**src/rtl/dbg_runctl_pkg.sv**
```systemverilog
package dbg_runctl_pkg;

  localparam int unsigned REG_W = 32;

  // control register bit positions
  localparam int CB_ACTIVE  = 0;
  localparam int CB_NDM     = 1;
  localparam int CB_SEL_LSB = 16;
  localparam int CB_HRESET  = 29;
  localparam int CB_RESUME  = 30;
  localparam int CB_HALT    = 31;

  // status register bit positions
  localparam int SB_AUTH    = 7;
  localparam int SB_ANYHALT = 8;
  localparam int SB_ALLHALT = 9;
  localparam int SB_ANYRUN  = 10;
  localparam int SB_ALLRUN  = 11;
  localparam int SB_ANYNX   = 14;
  localparam int SB_ALLNX   = 15;
  localparam int SB_ANYACK  = 16;
  localparam int SB_ALLACK  = 17;
  localparam int SB_IMPEB   = 22;
  localparam logic [3:0] STAT_VERSION = 4'd2;

  typedef struct packed {
    logic halt;
    logic resume;
    logic hreset;
    logic ndm;
    logic active;
  } ctrl_bits_t;

  typedef struct packed {
    logic nonexist;
    logic running;
    logic halted;
    logic resack;
  } hart_view_t;

  function automatic ctrl_bits_t decode_ctrl(input logic [REG_W-1:0] w);
    ctrl_bits_t c;
    c.halt   = w[CB_HALT];
    c.resume = w[CB_RESUME];
    c.hreset = w[CB_HRESET];
    c.ndm    = w[CB_NDM];
    c.active = w[CB_ACTIVE];
    return c;
  endfunction

  function automatic hart_view_t summarize(input logic exists, input logic halted,
                                           input logic ack);
    hart_view_t v;
    v.nonexist = !exists;
    v.running  = exists && !halted;
    v.halted   = exists && halted;
    v.resack   = exists && ack;
    return v;
  endfunction

  function automatic logic [REG_W-1:0] pack_status(input hart_view_t v);
    logic [REG_W-1:0] w;
    w = '0;
    w[3:0]       = STAT_VERSION;
    w[SB_AUTH]   = 1'b1;
    w[SB_IMPEB]  = 1'b1;
    w[SB_ANYHALT] = v.halted;
    w[SB_ALLHALT] = v.halted;
    w[SB_ANYRUN]  = v.running;
    w[SB_ALLRUN]  = v.running;
    w[SB_ANYNX]   = v.nonexist;
    w[SB_ALLNX]   = v.nonexist;
    w[SB_ANYACK]  = v.resack;
    w[SB_ALLACK]  = v.resack;
    return w;
  endfunction

endpackage

```
**src/rtl/dbg_ctrl_regs.sv**
```systemverilog
module dbg_ctrl_regs
  import dbg_runctl_pkg::*;
#(
  parameter int SEL_W     = 4,
  parameter int ADDR_W    = 7,
  parameter int CTRL_ADDR = 'h10
) (
  input  logic              clk_i,
  input  logic              rst_ni,
  input  logic              reg_valid_i,
  input  logic              reg_write_i,
  input  logic [ADDR_W-1:0] reg_addr_i,
  input  logic [REG_W-1:0]  reg_wdata_i,
  output logic              ctrl_wr_o,
  output logic              wr_live_o,
  output ctrl_bits_t        wr_bits_o,
  output logic [SEL_W-1:0]  wr_sel_o,
  output logic              active_q_o,
  output logic              ndm_q_o,
  output logic              hreset_q_o,
  output logic              resume_q_o,
  output logic [SEL_W-1:0]  sel_q_o
);

  ctrl_bits_t bits;

  assign bits      = decode_ctrl(reg_wdata_i);
  assign ctrl_wr_o = reg_valid_i && reg_write_i && (reg_addr_i == ADDR_W'(CTRL_ADDR));
  assign wr_live_o = ctrl_wr_o && bits.active;
  assign wr_bits_o = bits;
  assign wr_sel_o  = reg_wdata_i[CB_SEL_LSB +: SEL_W];

  always_ff @(posedge clk_i or negedge rst_ni) begin
    if (!rst_ni) begin
      active_q_o <= 1'b0;
      ndm_q_o    <= 1'b0;
      hreset_q_o <= 1'b0;
      resume_q_o <= 1'b0;
      sel_q_o    <= '0;
    end else if (ctrl_wr_o) begin
      active_q_o <= bits.active;
      if (bits.active) begin
        ndm_q_o    <= bits.ndm;
        hreset_q_o <= bits.hreset;
        resume_q_o <= bits.resume;
        sel_q_o    <= wr_sel_o;
      end
    end
  end

endmodule

```
**src/rtl/dbg_hart_state.sv**
```systemverilog
module dbg_hart_state
  import dbg_runctl_pkg::*;
#(
  parameter int NUM_HARTS = 4,
  parameter int SEL_W     = 4
) (
  input  logic                 clk_i,
  input  logic                 rst_ni,
  input  logic                 wr_live_i,
  input  ctrl_bits_t           wr_bits_i,
  input  logic [SEL_W-1:0]     wr_sel_i,
  input  logic [SEL_W-1:0]     sel_q_i,
  input  logic                 ndm_q_i,
  input  logic                 hreset_q_i,
  input  logic [NUM_HARTS-1:0] halted_stb_i,
  input  logic [NUM_HARTS-1:0] resuming_stb_i,
  input  logic                 going_i,
  input  logic                 launch_i,
  output logic [NUM_HARTS-1:0] resume_hit_o,
  output logic [NUM_HARTS-1:0] halt_req_o,
  output logic [NUM_HARTS-1:0] resume_flag_o,
  output logic [NUM_HARTS-1:0] resume_ack_o,
  output logic [NUM_HARTS-1:0] halted_o,
  output logic [NUM_HARTS-1:0] go_flag_o,
  output logic [NUM_HARTS-1:0] hart_reset_o
);

  for (genvar h = 0; h < NUM_HARTS; h++) begin : g_hart
    logic sel_now, sel_wr, hit;
    logic halt_q, flag_q, ack_q, halted_q, go_q;

    assign sel_now = (sel_q_i == SEL_W'(h));
    assign sel_wr  = wr_live_i && (wr_sel_i == SEL_W'(h));
    assign hit     = sel_wr && wr_bits_i.resume;

    always_ff @(posedge clk_i or negedge rst_ni) begin
      if (!rst_ni) begin
        halt_q   <= 1'b0;
        flag_q   <= 1'b0;
        ack_q    <= 1'b0;
        halted_q <= 1'b0;
        go_q     <= 1'b0;
      end else begin
        if (sel_wr) halt_q <= wr_bits_i.halt;
        // debugger write outranks the hart strobe
        if (hit)                    flag_q <= 1'b1;
        else if (resuming_stb_i[h]) flag_q <= 1'b0;
        if (hit)                    ack_q  <= 1'b0;
        else if (resuming_stb_i[h]) ack_q  <= 1'b1;
        if (resuming_stb_i[h])      halted_q <= 1'b0;
        else if (halted_stb_i[h])   halted_q <= 1'b1;
        if (going_i && sel_now)       go_q <= 1'b0;
        else if (launch_i && sel_now) go_q <= 1'b1;
      end
    end

    assign resume_hit_o[h]  = hit;
    assign halt_req_o[h]    = halt_q;
    assign resume_flag_o[h] = flag_q;
    assign resume_ack_o[h]  = ack_q;
    assign halted_o[h]      = halted_q;
    assign go_flag_o[h]     = go_q;
    assign hart_reset_o[h]  = ndm_q_i | (hreset_q_i & sel_now);
  end

endmodule

```
**src/rtl/dbg_status_view.sv**
```systemverilog
module dbg_status_view
  import dbg_runctl_pkg::*;
#(
  parameter int NUM_HARTS = 4,
  parameter int SEL_W     = 4
) (
  input  logic [SEL_W-1:0]     sel_q_i,
  input  logic                 active_q_i,
  input  logic                 ndm_q_i,
  input  logic                 hreset_q_i,
  input  logic                 resume_q_i,
  input  logic [NUM_HARTS-1:0] halt_req_i,
  input  logic [NUM_HARTS-1:0] halted_i,
  input  logic [NUM_HARTS-1:0] resume_ack_i,
  output logic                 sel_exists_o,
  output logic [REG_W-1:0]     stat_word_o,
  output logic [REG_W-1:0]     ctrl_word_o
);

  logic halted_sel, ack_sel, halt_sel;

  assign sel_exists_o = (32'(sel_q_i) < 32'(NUM_HARTS));

  always_comb begin
    halted_sel = 1'b0;
    ack_sel    = 1'b0;
    halt_sel   = 1'b0;
    for (int h = 0; h < NUM_HARTS; h++) begin
      if (sel_q_i == SEL_W'(h)) begin
        halted_sel = halted_i[h];
        ack_sel    = resume_ack_i[h];
        halt_sel   = halt_req_i[h];
      end
    end
  end

  assign stat_word_o = pack_status(summarize(sel_exists_o, halted_sel, ack_sel));

  always_comb begin
    ctrl_word_o = '0;
    ctrl_word_o[CB_ACTIVE]            = active_q_i;
    ctrl_word_o[CB_NDM]               = ndm_q_i;
    ctrl_word_o[CB_SEL_LSB +: SEL_W]  = sel_q_i;
    ctrl_word_o[CB_HRESET]            = hreset_q_i;
    ctrl_word_o[CB_RESUME]            = resume_q_i;
    ctrl_word_o[CB_HALT]              = halt_sel;
  end

endmodule

```
**src/rtl/dbg_runctl.sv**
```systemverilog
module dbg_runctl
  import dbg_runctl_pkg::*;
#(
  parameter int NUM_HARTS = 4,
  parameter int SEL_W     = 4,
  parameter int ADDR_W    = 7,
  parameter int CTRL_ADDR = 'h10,
  parameter int STAT_ADDR = 'h11
) (
  input  logic                 clk_i,
  input  logic                 rst_ni,
  input  logic                 reg_valid_i,
  input  logic                 reg_write_i,
  input  logic [ADDR_W-1:0]    reg_addr_i,
  input  logic [31:0]          reg_wdata_i,
  output logic [31:0]          reg_rdata_o,
  input  logic [NUM_HARTS-1:0] hart_halted_i,
  input  logic [NUM_HARTS-1:0] hart_resuming_i,
  input  logic                 hart_going_i,
  input  logic                 go_launch_i,
  output logic [NUM_HARTS-1:0] halt_req_o,
  output logic [NUM_HARTS-1:0] resume_flag_o,
  output logic [NUM_HARTS-1:0] go_flag_o,
  output logic [NUM_HARTS-1:0] hart_reset_o
);

  // named internal events, also observed by the checker
  logic                 ctrl_wr, wr_live;
  ctrl_bits_t           wr_bits;
  logic [SEL_W-1:0]     wr_sel, sel_q;
  logic                 active_q, ndm_q, hreset_q, resume_q;
  logic [NUM_HARTS-1:0] resume_hit, resume_ack, halted_q;
  logic                 sel_exists;
  logic [REG_W-1:0]     stat_word, ctrl_word;

  dbg_ctrl_regs #(
    .SEL_W(SEL_W), .ADDR_W(ADDR_W), .CTRL_ADDR(CTRL_ADDR)
  ) u_ctrl (
    .clk_i, .rst_ni, .reg_valid_i, .reg_write_i, .reg_addr_i, .reg_wdata_i,
    .ctrl_wr_o(ctrl_wr), .wr_live_o(wr_live), .wr_bits_o(wr_bits),
    .wr_sel_o(wr_sel), .active_q_o(active_q), .ndm_q_o(ndm_q),
    .hreset_q_o(hreset_q), .resume_q_o(resume_q), .sel_q_o(sel_q)
  );

  dbg_hart_state #(
    .NUM_HARTS(NUM_HARTS), .SEL_W(SEL_W)
  ) u_harts (
    .clk_i, .rst_ni,
    .wr_live_i(wr_live), .wr_bits_i(wr_bits), .wr_sel_i(wr_sel),
    .sel_q_i(sel_q), .ndm_q_i(ndm_q), .hreset_q_i(hreset_q),
    .halted_stb_i(hart_halted_i), .resuming_stb_i(hart_resuming_i),
    .going_i(hart_going_i), .launch_i(go_launch_i),
    .resume_hit_o(resume_hit), .halt_req_o(halt_req_o),
    .resume_flag_o(resume_flag_o), .resume_ack_o(resume_ack),
    .halted_o(halted_q), .go_flag_o(go_flag_o), .hart_reset_o(hart_reset_o)
  );

  dbg_status_view #(
    .NUM_HARTS(NUM_HARTS), .SEL_W(SEL_W)
  ) u_view (
    .sel_q_i(sel_q), .active_q_i(active_q), .ndm_q_i(ndm_q),
    .hreset_q_i(hreset_q), .resume_q_i(resume_q),
    .halt_req_i(halt_req_o), .halted_i(halted_q), .resume_ack_i(resume_ack),
    .sel_exists_o(sel_exists), .stat_word_o(stat_word), .ctrl_word_o(ctrl_word)
  );

  always_comb begin
    if (reg_addr_i == ADDR_W'(CTRL_ADDR))      reg_rdata_o = ctrl_word;
    else if (reg_addr_i == ADDR_W'(STAT_ADDR)) reg_rdata_o = stat_word;
    else                                       reg_rdata_o = '0;
  end

endmodule

```
**config.mk**
```make
export PLATFORM = sky130hd
export DESIGN_NAME = dbg_runctl
export DESIGN_NICKNAME = d
export VERILOG_FILES = /design/src/rtl/dbg_runctl_pkg.sv /design/src/rtl/dbg_ctrl_regs.sv /design/src/rtl/dbg_hart_state.sv /design/src/rtl/dbg_status_view.sv /design/src/rtl/dbg_runctl.sv
export SDC_FILE = /design/constraint.sdc
export NUM_CORES = 1
export LEC_CHECK = 0
export BUFFER_PORTS_ARGS = -buffer_cell sky130_fd_sc_hd__buf_2
export CAP_MARGIN = 20
export CORE_MARGIN = 2
export CORE_UTILIZATION = 43
export DETAILED_ROUTE_END_ITERATION = 10
export PLACE_DENSITY = 0.91
export RECOVER_POWER = 100
export SLEW_MARGIN = 0
export SYNTH_ARGS = -nofsm -noshare
export SYNTH_HDL_FRONTEND = slang
export SYNTH_SLANG_ARGS = --single-unit
export TNS_END_PERCENT = 20
```
**constraint.sdc**
```tcl
create_clock -name clk_i -period 2.05 [get_ports clk_i]
set_clock_uncertainty 0.15 [all_clocks]
set_input_delay 0.1025 -clock clk_i [delete_from_list [all_inputs] [get_ports clk_i]]
set_output_delay 0.1025 -clock clk_i [all_outputs]
set_load 0.02 [all_outputs]
```
Yosys cells after proc, flatten, opt, wreduce, memory -nomap -nowiden
Index checks and enable logic that the tools add are counted.
Widths: inputs -> output; s select.
{"block": "totals", "register_bits": 28, "output_inout_bits": 48, "inputBits": 53}
{"block": "op_classes", "order_cmp": 1, "n_eq_ne": 8, "bitwise": 8, "reduce_logical": 39, "n_mux": 46}
{"op": "$mux 1", "n": 44}
{"op": "$mux 32", "n": 1}
{"op": "$reduce_bool 2->1", "n": 12}
{"op": "$mux 23", "n": 1}
{"op": "$logic_and 1x1->1", "n": 22}
{"op": "$eq 4x2->1 const B", "n": 4}
{"op": "$eq 7x5->1 const B", "n": 2}
{"op": "$eq 4x1->1 const B", "n": 2}
{"op": "$logic_not 4->1", "n": 2}
{"op": "$and 1x1->1", "n": 4}
{"op": "$lt 4x3->1 const B", "n": 1}
{"op": "$or 1x1->1", "n": 4}
{"op": "$logic_not 1->1", "n": 2}
{"op": "$reduce_and 2->1", "n": 1}

Longest topological paths before layout
Gate-level depths: netlist of the first run.
{"block": "logic_depth", "ltp_word": 9, "depth_mapped": 5, "mapped_depth_nobuf": 3}

Cells and area by module
Synthesis of the first run repeated with hierarchy kept, for this count alone.
{"block": "unflattened", "hier_cells": 285, "hier_area_um2": 2786.4}
{"mod": "dbg_hart_state", "cells_per_inst": 101, "area_each_um2": 1057.3, "seq_area_each_um2": 500.5, "n_inst": 1}
{"mod": "dbg_runctl", "cells_per_inst": 78, "area_each_um2": 723.2, "seq_area_each_um2": 0.0, "n_inst": 1}
{"mod": "dbg_status_view", "cells_per_inst": 71, "area_each_um2": 565.5, "seq_area_each_um2": 0.0, "n_inst": 1}
{"mod": "dbg_ctrl_regs", "cells_per_inst": 35, "area_each_um2": 440.4, "seq_area_each_um2": 200.2, "n_inst": 1}

Worst setup path after synthesis of the first run
OpenSTA, ideal clock, no wires.
{"block": "synth_path", "path_kind": "input -> output", "startpoint": "input port reg_addr_i[1]", "endpoint": "output port reg_rdata_o[15]", "stages": 5, "path_slack_ps": -110, "arrival_time_ps": 1908, "cell_sequence": "or4_4 buf_6 or2_2 nor3b_1 buf_4"}
{"block": "synth_via", "elab_chain_len": 3, "elab_cells_between_ends": 4}
{"element": "start, declared", "line": "dbg_runctl.sv:14", "text": "input logic [ADDR_W-1:0] reg_addr_i,"}
{"element": "$eq 7x5->1", "line": "dbg_runctl.sv:69", "text": "else if (reg_addr_i == ADDR_W'(STAT_ADDR)) reg_rdata_o = stat_word;"}
{"element": "$mux 23", "line": "dbg_runctl.sv:69"}
{"element": "$mux 32 (*)", "line": "dbg_runctl.sv:68", "text": "if (reg_addr_i == ADDR_W'(CTRL_ADDR)) reg_rdata_o = ctrl_word;"}
{"element": "end, declared", "line": "dbg_runctl.sv:16", "text": "output logic [31:0] reg_rdata_o,"}
Mark *: on every way between the ends. The rest lies on a longest branch, timed or not.

Worst setup path in the final report of the first run
{"block": "layout_path", "startpoint": "input port reg_wdata_i[19]", "endpoint": "register u_harts.g_hart[0].ack_q"}
{"block": "layout_via", "elab_chain_len": 4, "elab_cells_between_ends": 5}
{"element": "start, declared", "line": "dbg_runctl.sv:15", "text": "input logic [31:0] reg_wdata_i,"}
{"element": "$logic_not 4->1 (*)", "line": "dbg_hart_state.sv:33", "text": "assign sel_wr = wr_live_i && (wr_sel_i == SEL_W'(h));"}
{"element": "$logic_and 1x1->1 (*)", "line": "dbg_hart_state.sv:33"}
{"element": "$logic_and 1x1->1 (*)", "line": "dbg_hart_state.sv:34", "text": "assign hit = sel_wr && wr_bits_i.resume;"}
{"element": "$mux 1 or $reduce_bool 2->1 (tied branches)"}
{"element": "end signal, assigned", "line": "dbg_hart_state.sv:40", "text": "ack_q <= 1'b0;"}
{"element": "end signal, assigned", "line": "dbg_hart_state.sv:48", "text": "if (hit) ack_q <= 1'b0;"}
{"element": "end signal, assigned", "line": "dbg_hart_state.sv:49", "text": "else if (resuming_stb_i[h]) ack_q <= 1'b1;"}
{"element": "end, declared", "line": "dbg_hart_state.sv:30", "text": "logic halt_q, flag_q, ack_q, halted_q, go_q;"}
Marked as above.
A chain may end at the register's enable or synchronous reset.

==> results of run 1 <==
## cell type report
class / count / area share, %
multi-input cells: 104 / 35.25
flip-flops and latches: 28 / 33.35
repair buffers: 85 / 24.45
well taps: 48 / 2.849
clock buffers: 3 / 1.958
clock inverters: 1 / 1.424
inverters: 4 / 0.7122
## timing repair
action / 4_1_cts / 5_1_grt
gates cloned: 0 / 0
hold endpoints to repair: 54 / 0
gates resized for setup: 1 / 2
setup endpoints to repair: 4 / 6
hold buffers: 19 / 0
## power by group through the flow
stage                     combinational (mW)  sequential (mW)  clock [mW]
after floorplan                        0.152            0.598           0
after global placement                 0.178            0.604           0
after detailed placement               0.183            0.605           0
after CTS                              0.212            0.594       0.442
after global routing                   0.235            0.600       0.465
final                                  0.212            0.594       0.436
## registers in the layout, summed over array words and instances, names as in the netlist
register and cells:
u_ctrl.hreset_q_o 1, u_ctrl.sel_q_o 4, u_harts.g_hart.flag_q 4, u_ctrl.ndm_q_o 1, u_ctrl.active_q_o 1, u_harts.g_hart.ack_q 4, u_ctrl.resume_q_o 1, u_harts.g_hart.go_q 4
u_harts.g_hart.halt_q 4, u_harts.g_hart.halted_q 4
## cells in the final DEF, fill, tap and decap left out, types with 5 or more instances in the layout
master / n
nor2_1: 13
mux2_2: 13
conb_1: 15
clkbuf_1: 12
dfrtp_1: 26
and2_1: 6
buf_2: 49
a21oi_1: 5
nor4_1: 5
dlygate4sd3_1: 19
## worst max-delay path by stage
stage	slack, ps	to	start
6_report	20	u_harts.g_hart[0].ack_q$_DFFE_PN0P_	reg_wdata_i[19]
5_1_grt	-50	reg_rdata_o[10]	u_ctrl.sel_q_o[0]$_DFFE_PN0P_
4_1_cts	20	reg_rdata_o[17]	u_ctrl.sel_q_o[1]$_DFFE_PN0P_
3_5_place_dp	70	u_harts.g_hart[0].ack_q$_DFFE_PN0P_	reg_addr_i[1]
3_3_place_gp	80	u_harts.g_hart[0].ack_q$_DFFE_PN0P_	reg_addr_i[1]
2_1_floorplan	110	u_harts.g_hart[0].ack_q$_DFFE_PN0P_	reg_addr_i[1]
## synthesized netlist by cell type, types with 2 or more instances
cell / count
mux4_2: 2
clkbuf_1: 6
a41oi_1: 2
a21oi_1: 5
or4_4: 2
nand2_1: 4
dfrtp_1: 28
a21o_1: 2
buf_6: 2
o22a_2: 3
or4b_2: 2
and2_1: 6
nor3_1: 2
a31oi_1: 3
mux2_2: 13
nor2_1: 13
inv_1: 4
nand2b_1: 3
buf_4: 31
o22ai_1: 3
nor4_1: 5
## per-layer routing
layer,track usage (%),vias up
met5,0,-
met4,8.163,0
met3,2.534,8
met2,29.88,53
met1,23.01,687
li1,-,665
## metrics by stage
stage               instances  utilization [%]  hold WS (ps)  power (mW)  worst slack, ps
floorplan                 176                -        -343.1      0.7497            108.4
global placement          250            49.90        -4.734      0.7817            78.37
detailed placement        250            49.90         5.066      0.7878            68.84
CTS                       273            56.97         12.30       1.249            16.53
global route              273            56.73         26.88       1.300           -46.01
finish                    273            56.73         11.47       1.243            18.54
## cell families (layout without fill, tap and decap cells)
kind of cell	after synthesis	count (layout)	synth area share, %
other	1	15	0.2233
buffers and inverters	44	93	17.73
AND/OR/NAND/NOR	50	50	18.18
multiplexers	15	15	11.40
AO/OA/AOI/OAI	24	24	10.73
flip-flops	28	28	41.73
==> impl_metrics.py, run 1 <==
metrics = {
    "setup_path": {
        "critPathKind": "in -> reg",
        "r2r.worst_path.cells": 3,
        "crit_chain": "dlygate4sd3_1 > buf_2 > or3b_2 > or4_4 > o32a_1",
        "path_buf_inv": 2,
        "rr_endpoint": "u_harts.g_hart[1].go_q$_DFFE_PN0P_",
        "startpoint_type": "input port",
        "critPathTopFamily": "simple AND/OR/NAND/NOR gates",
        "crit_arrival_ps": 2050,
        "path_max_fanout": 8,
        "cp.required_ps": 2070,
        "r2r_start": "u_ctrl.sel_q_o[1]$_DFFE_PN0P_",
        "cpPeakStageDelay_ps": 530,
        "slowest_stage": "dlygate4sd3_1",
        "r2r_slack_ps": 580,
        "critPathCaptureType": "register",
        "cp.depth": 5,
    },
    "place": {
        "placed_cell_area_um2": 1854,
        "port_buffers": 62,
        "gp_congestion": 0.7830,
        "dpl.hpwl_um": 2735,
    },
    "floorplanning": {
        "core-area_um2": 3716,
        "rows": 22,
        "dieArea_um2": 4421,
        "ioPinCount": 101,
        "die_w_um": 66.49,
        "initial_utilization_pct": 45.19,
        "fp.dieH_um": 66.49,
    },
    "detailed_routing": {
        "first_pass_iters": 4,
        "met2_length_um": 1934,
        "drt-total-wl_um": 3797,
        "topRoutingLayerUsed": "met4",
        "initialDrtViolationCount": 41,
        "via_count": 1413,
        "wl_met1_um": 1616,
        "met3_length_um": 190,
        "wl_per_cell_um": 13.91,
        "ant_nets": 0,
        "route.detailed.drc": 0,
        "vias_per_cell": 5.176,
    },
    "clocking": {
        "cts_sinks": 28,
        "htreeDepth": 1,
        "postCtsSetupBuffers": 0,
        "cts_root_buf": "clkbuf_8",
        "cts_tree": "built",
        "cts_buffer_depth": 2,
        "path_clk_slew_ps": 100,
        "clk_latency_ps": 270,
        "numCtsBuffers": 3,
    },
    "power": {
        "swShare_pct": 25.56,
        "switchingPower_mw": 0.3177,
        "p_seq_share_pct": 47.8,
        "p_leak_nw": 1.036,
        "intPower_mw": 0.9253,
        "pwr-share-clk_pct": 35.1,
        "vdd_drop_max_mv": 0.2846,
        "power_frac_comb_pct": 17.1,
        "powerDensity_nw_per_um2": 589.6,
    },
    "logic_synthesis": {
        "netlist_instances": 162,
        "synth_enable_flop_cells": 0,
        "yosysSeqAreaShare_pct": 41.73,
        "ys_ff_latch": 28,
        "ys.flop_type": "dfrtp_1",
        "async_flop_share_pct": 100.0,
        "synth_top_area_share_pct": 41.73,
        "synth_warnings": 0,
        "synth_cell_types": 42,
        "synth_area_leaders": "dfrtp_1 42%, buf_4 14%, mux2_2 8.7%, nor2_1 2.9%, mux4_2 2.7%",
        "syn_avg_cell_area_um2": 10.36,
        "netlist.top_cell.by_area": "dfrtp_1",
        "synth_area_um2": 1679,
    },
    "sta": {
        "finalSetupTns_ps": 0,
        "setup_violations": 0,
        "hold_viol_final": 0,
        "max_freq_ghz": 0.4923,
        "slew_headroom_pct": 53.52,
        "rsz0062_at_grt": "true",
        "fin_crit_sh_pct": 99.10,
        "drv_slew": 0,
        "finalCriticalPeriod_ps": 2031,
        "tightest_slew_ps": 697.2,
    },
    "final_layout": {
        "multi_input_area_um2": 743.2,
        "final_area_um2": 2108,
        "antenna_cells": 0,
        "fillCellCount": 330,
        "areaGrowthSynthToFinish_pct": 25.56,
        "regArea_um2": 703.2,
        "nets": 279,
        "drive_gt1_share_pct": 38.67,
    },
    "worst_hold_path": {
        "hold_path_depth": 2,
        "min_to": "u_harts.g_hart[0].flag_q$_DFFE_PN0P_",
        "holdCritStartpoint": "reg_wdata_i[17]",
        "hp-class": "in -> reg",
    },
    "grt": {
        "grt_max_degree": 29,
        "overflow": 0,
        "grt_usage_pct": 17.92,
        "grt_first_pass_wirelength_um": 6078,
        "antenna_found_initial": 0,
        "grt_pass1_vias": 1334,
    },
    "job": {
        "max_cap_viol_count": 0,
    },
    "run_status": {
        "status": "completed",
    },
}
No activity file was read; power rests on OpenSTA's default activity.
==> run 2: changes to the inputs <==
REMOVE_ABC_BUFFERS = 1   (was not set)
==> impl_metrics.py, run 2 (synthesis gave the netlist of run 1 again) <==
metrics = {
    "final_layout": {
        "finalNonFillerCells": 273,
        "fillCellCount": 337,
        "drive_gt1_share_pct": 34.22,
        "final_area_um2": 2073,
        "antenna_cells": 0,
        "layout_commonest_cell": "buf_2",
        "areaGrowthSynthToFinish_pct": 23.47,
        "nets": 279,
        "layout_common_cells": "32 x buf_2, 27 x dfrtp_1, 22 x clkbuf_1, 18 x dlygate4sd3_1, 15 x conb_1",
    },
    "sta": {
        "rsz0062_at_grt": "true",
        "max_freq_ghz": 0.4903,
        "drv_slew": 0,
        "slew_headroom_pct": 54.13,
        "hold_viol_final": 0,
        "tightest_slew_ps": 688.0,
        "setup_violations": 0,
        "fin_crit_sh_pct": 99.49,
        "finalCriticalPeriod_ps": 2040,
    },
    "setup_path": {
        "slowest_stage": "dlygate4sd3_1",
        "critPathKind": "in -> reg",
        "r2r_slack_ps": 450,
        "path_max_fanout": 8,
        "crit_chain": "dlygate4sd3_1 > buf_2 > or3b_2 > or4_4 > o32a_1",
        "cpPeakStageDelay_ps": 530,
        "startpoint_type": "input port",
        "critPathTopFamily": "simple AND/OR/NAND/NOR gates",
        "crit_arrival_ps": 2050,
        "critPathCaptureType": "register",
        "path_buf_inv": 2,
        "cp.required_ps": 2060,
    },
    "detailed_routing": {
        "drt-total-wl_um": 3978,
        "first_pass_iters": 4,
        "via_count": 1439,
        "vias_per_cell": 5.271,
        "ant_nets": 0,
        "initialDrtViolationCount": 97,
        "route.detailed.drc": 0,
        "wl_per_cell_um": 14.57,
    },
    "grt": {
        "grt_first_pass_wirelength_um": 6141,
        "antenna_found_initial": 0,
        "grt_usage_pct": 18.51,
        "grt_pass1_vias": 1348,
        "grt_max_degree": 29,
        "overflow": 0,
    },
    "floorplanning": {
        "core-area_um2": 3716,
        "initial_utilization_pct": 45.19,
        "rows": 22,
        "die_w_um": 66.49,
        "ioPinCount": 101,
        "dieArea_um2": 4421,
        "fp.dieH_um": 66.49,
    },
    "job": {
        "max_cap_viol_count": 0,
    },
    "power": {
        "powerDensity_nw_per_um2": 553.4,
        "vdd_drop_max_mv": 0.2373,
        "p_leak_nw": 0.9825,
    },
    "clocking": {
        "path_clk_slew_ps": 90,
        "cts_root_buf": "clkbuf_8",
        "postCtsSetupBuffers": 0,
        "htreeDepth": 1,
        "cts_tree": "built",
        "numCtsBuffers": 3,
        "cts_buffer_depth": 2,
        "clk_latency_ps": 270,
        "cts_sinks": 28,
    },
    "place": {
        "dpl.hpwl_um": 2708,
        "gp_congestion": 0.7810,
        "place_inst": 251,
        "placed_cell_area_um2": 1857,
        "port_buffers": 62,
    },
    "worst_hold_path": {
        "hp-class": "in -> reg",
    },
    "run_status": {
        "status": "completed",
    },
}
[run 2: final timing paths]
path,start,end,cells past startpoint
worst max-delay path,reg_wdata_i[19],u_harts.g_hart[0].ack_q$_DFFE_PN0P_,5
worst min-delay path,reg_wdata_i[17],u_harts.g_hart[0].flag_q$_DFFE_PN0P_,2
worst max register to register,u_ctrl.sel_q_o[0]$_DFFE_PN0P_,u_harts.g_hart[1].go_q$_DFFE_PN0P_,4
worst min register to register,u_ctrl.active_q_o$_DFFE_PN0N_,u_ctrl.active_q_o$_DFFE_PN0N_,2
max in group asynchronous,rst_ni,u_ctrl.sel_q_o[1]$_DFFE_PN0P_,2
min in group asynchronous,rst_ni,u_harts.g_hart[0].go_q$_DFFE_PN0P_,2
[run 2: layout make-up]
| cell class | instances | area [um2] | share of cell area, % |
|---|---|---|---|
| clock buffer | 4 | 55.05 | 2.655 |
| inverter | 4 | 15.01 | 0.7242 |
| multi-input combinational | 104 | 745.7 | 35.97 |
| sequential | 28 | 701.9 | 33.86 |
| tap | 48 | 60.06 | 2.897 |
| timing repair buffer | 85 | 495.5 | 23.90 |
[run 2: what timing repair did]
action | CTS | global route
setup endpoints to repair | 0 | 8
hold endpoints to repair | 54 | 0
gates resized for setup | 0 | 4
hold buffers | 18 | 0
[run 2: metal layers]
layer | vias up | GRT usage, % | wire length (um)
met5 | - | 0 | 0
met4 | 0 | 8.929 | 135
met3 | 14 | 3.378 | 216
met1 | 694 | 22.03 | 1608
met2 | 67 | 32.00 | 2017
li1 | 664 | - | -
[run 2: power by group]
part | leakage (nW) | switching [mW] | internal, mW
sequential | 0.359 | 0.0205 | 0.576
combinational | 0.595 | 0.125 | 0.0860
clock | 0.0288 | 0.168 | 0.172
[run 2: metrics by stage]
stage	util (%)	TNS, ps	power (mW)	hold slack (ps)	setup WS [ps]
3_5_place_dp	49.97	0	0.7886	-0.2114	52.12
3_3_place_gp	49.97	0	0.7808	-7.873	72.64
2_1_floorplan	-	-309.4	0.6986	-343.1	-154.7
4_1_cts	56.30	0	1.153	0.03997	13.08
6_report	55.79	0	1.147	7.212	10.48
5_1_grt	55.79	-55.88	1.202	23.31	-23.86
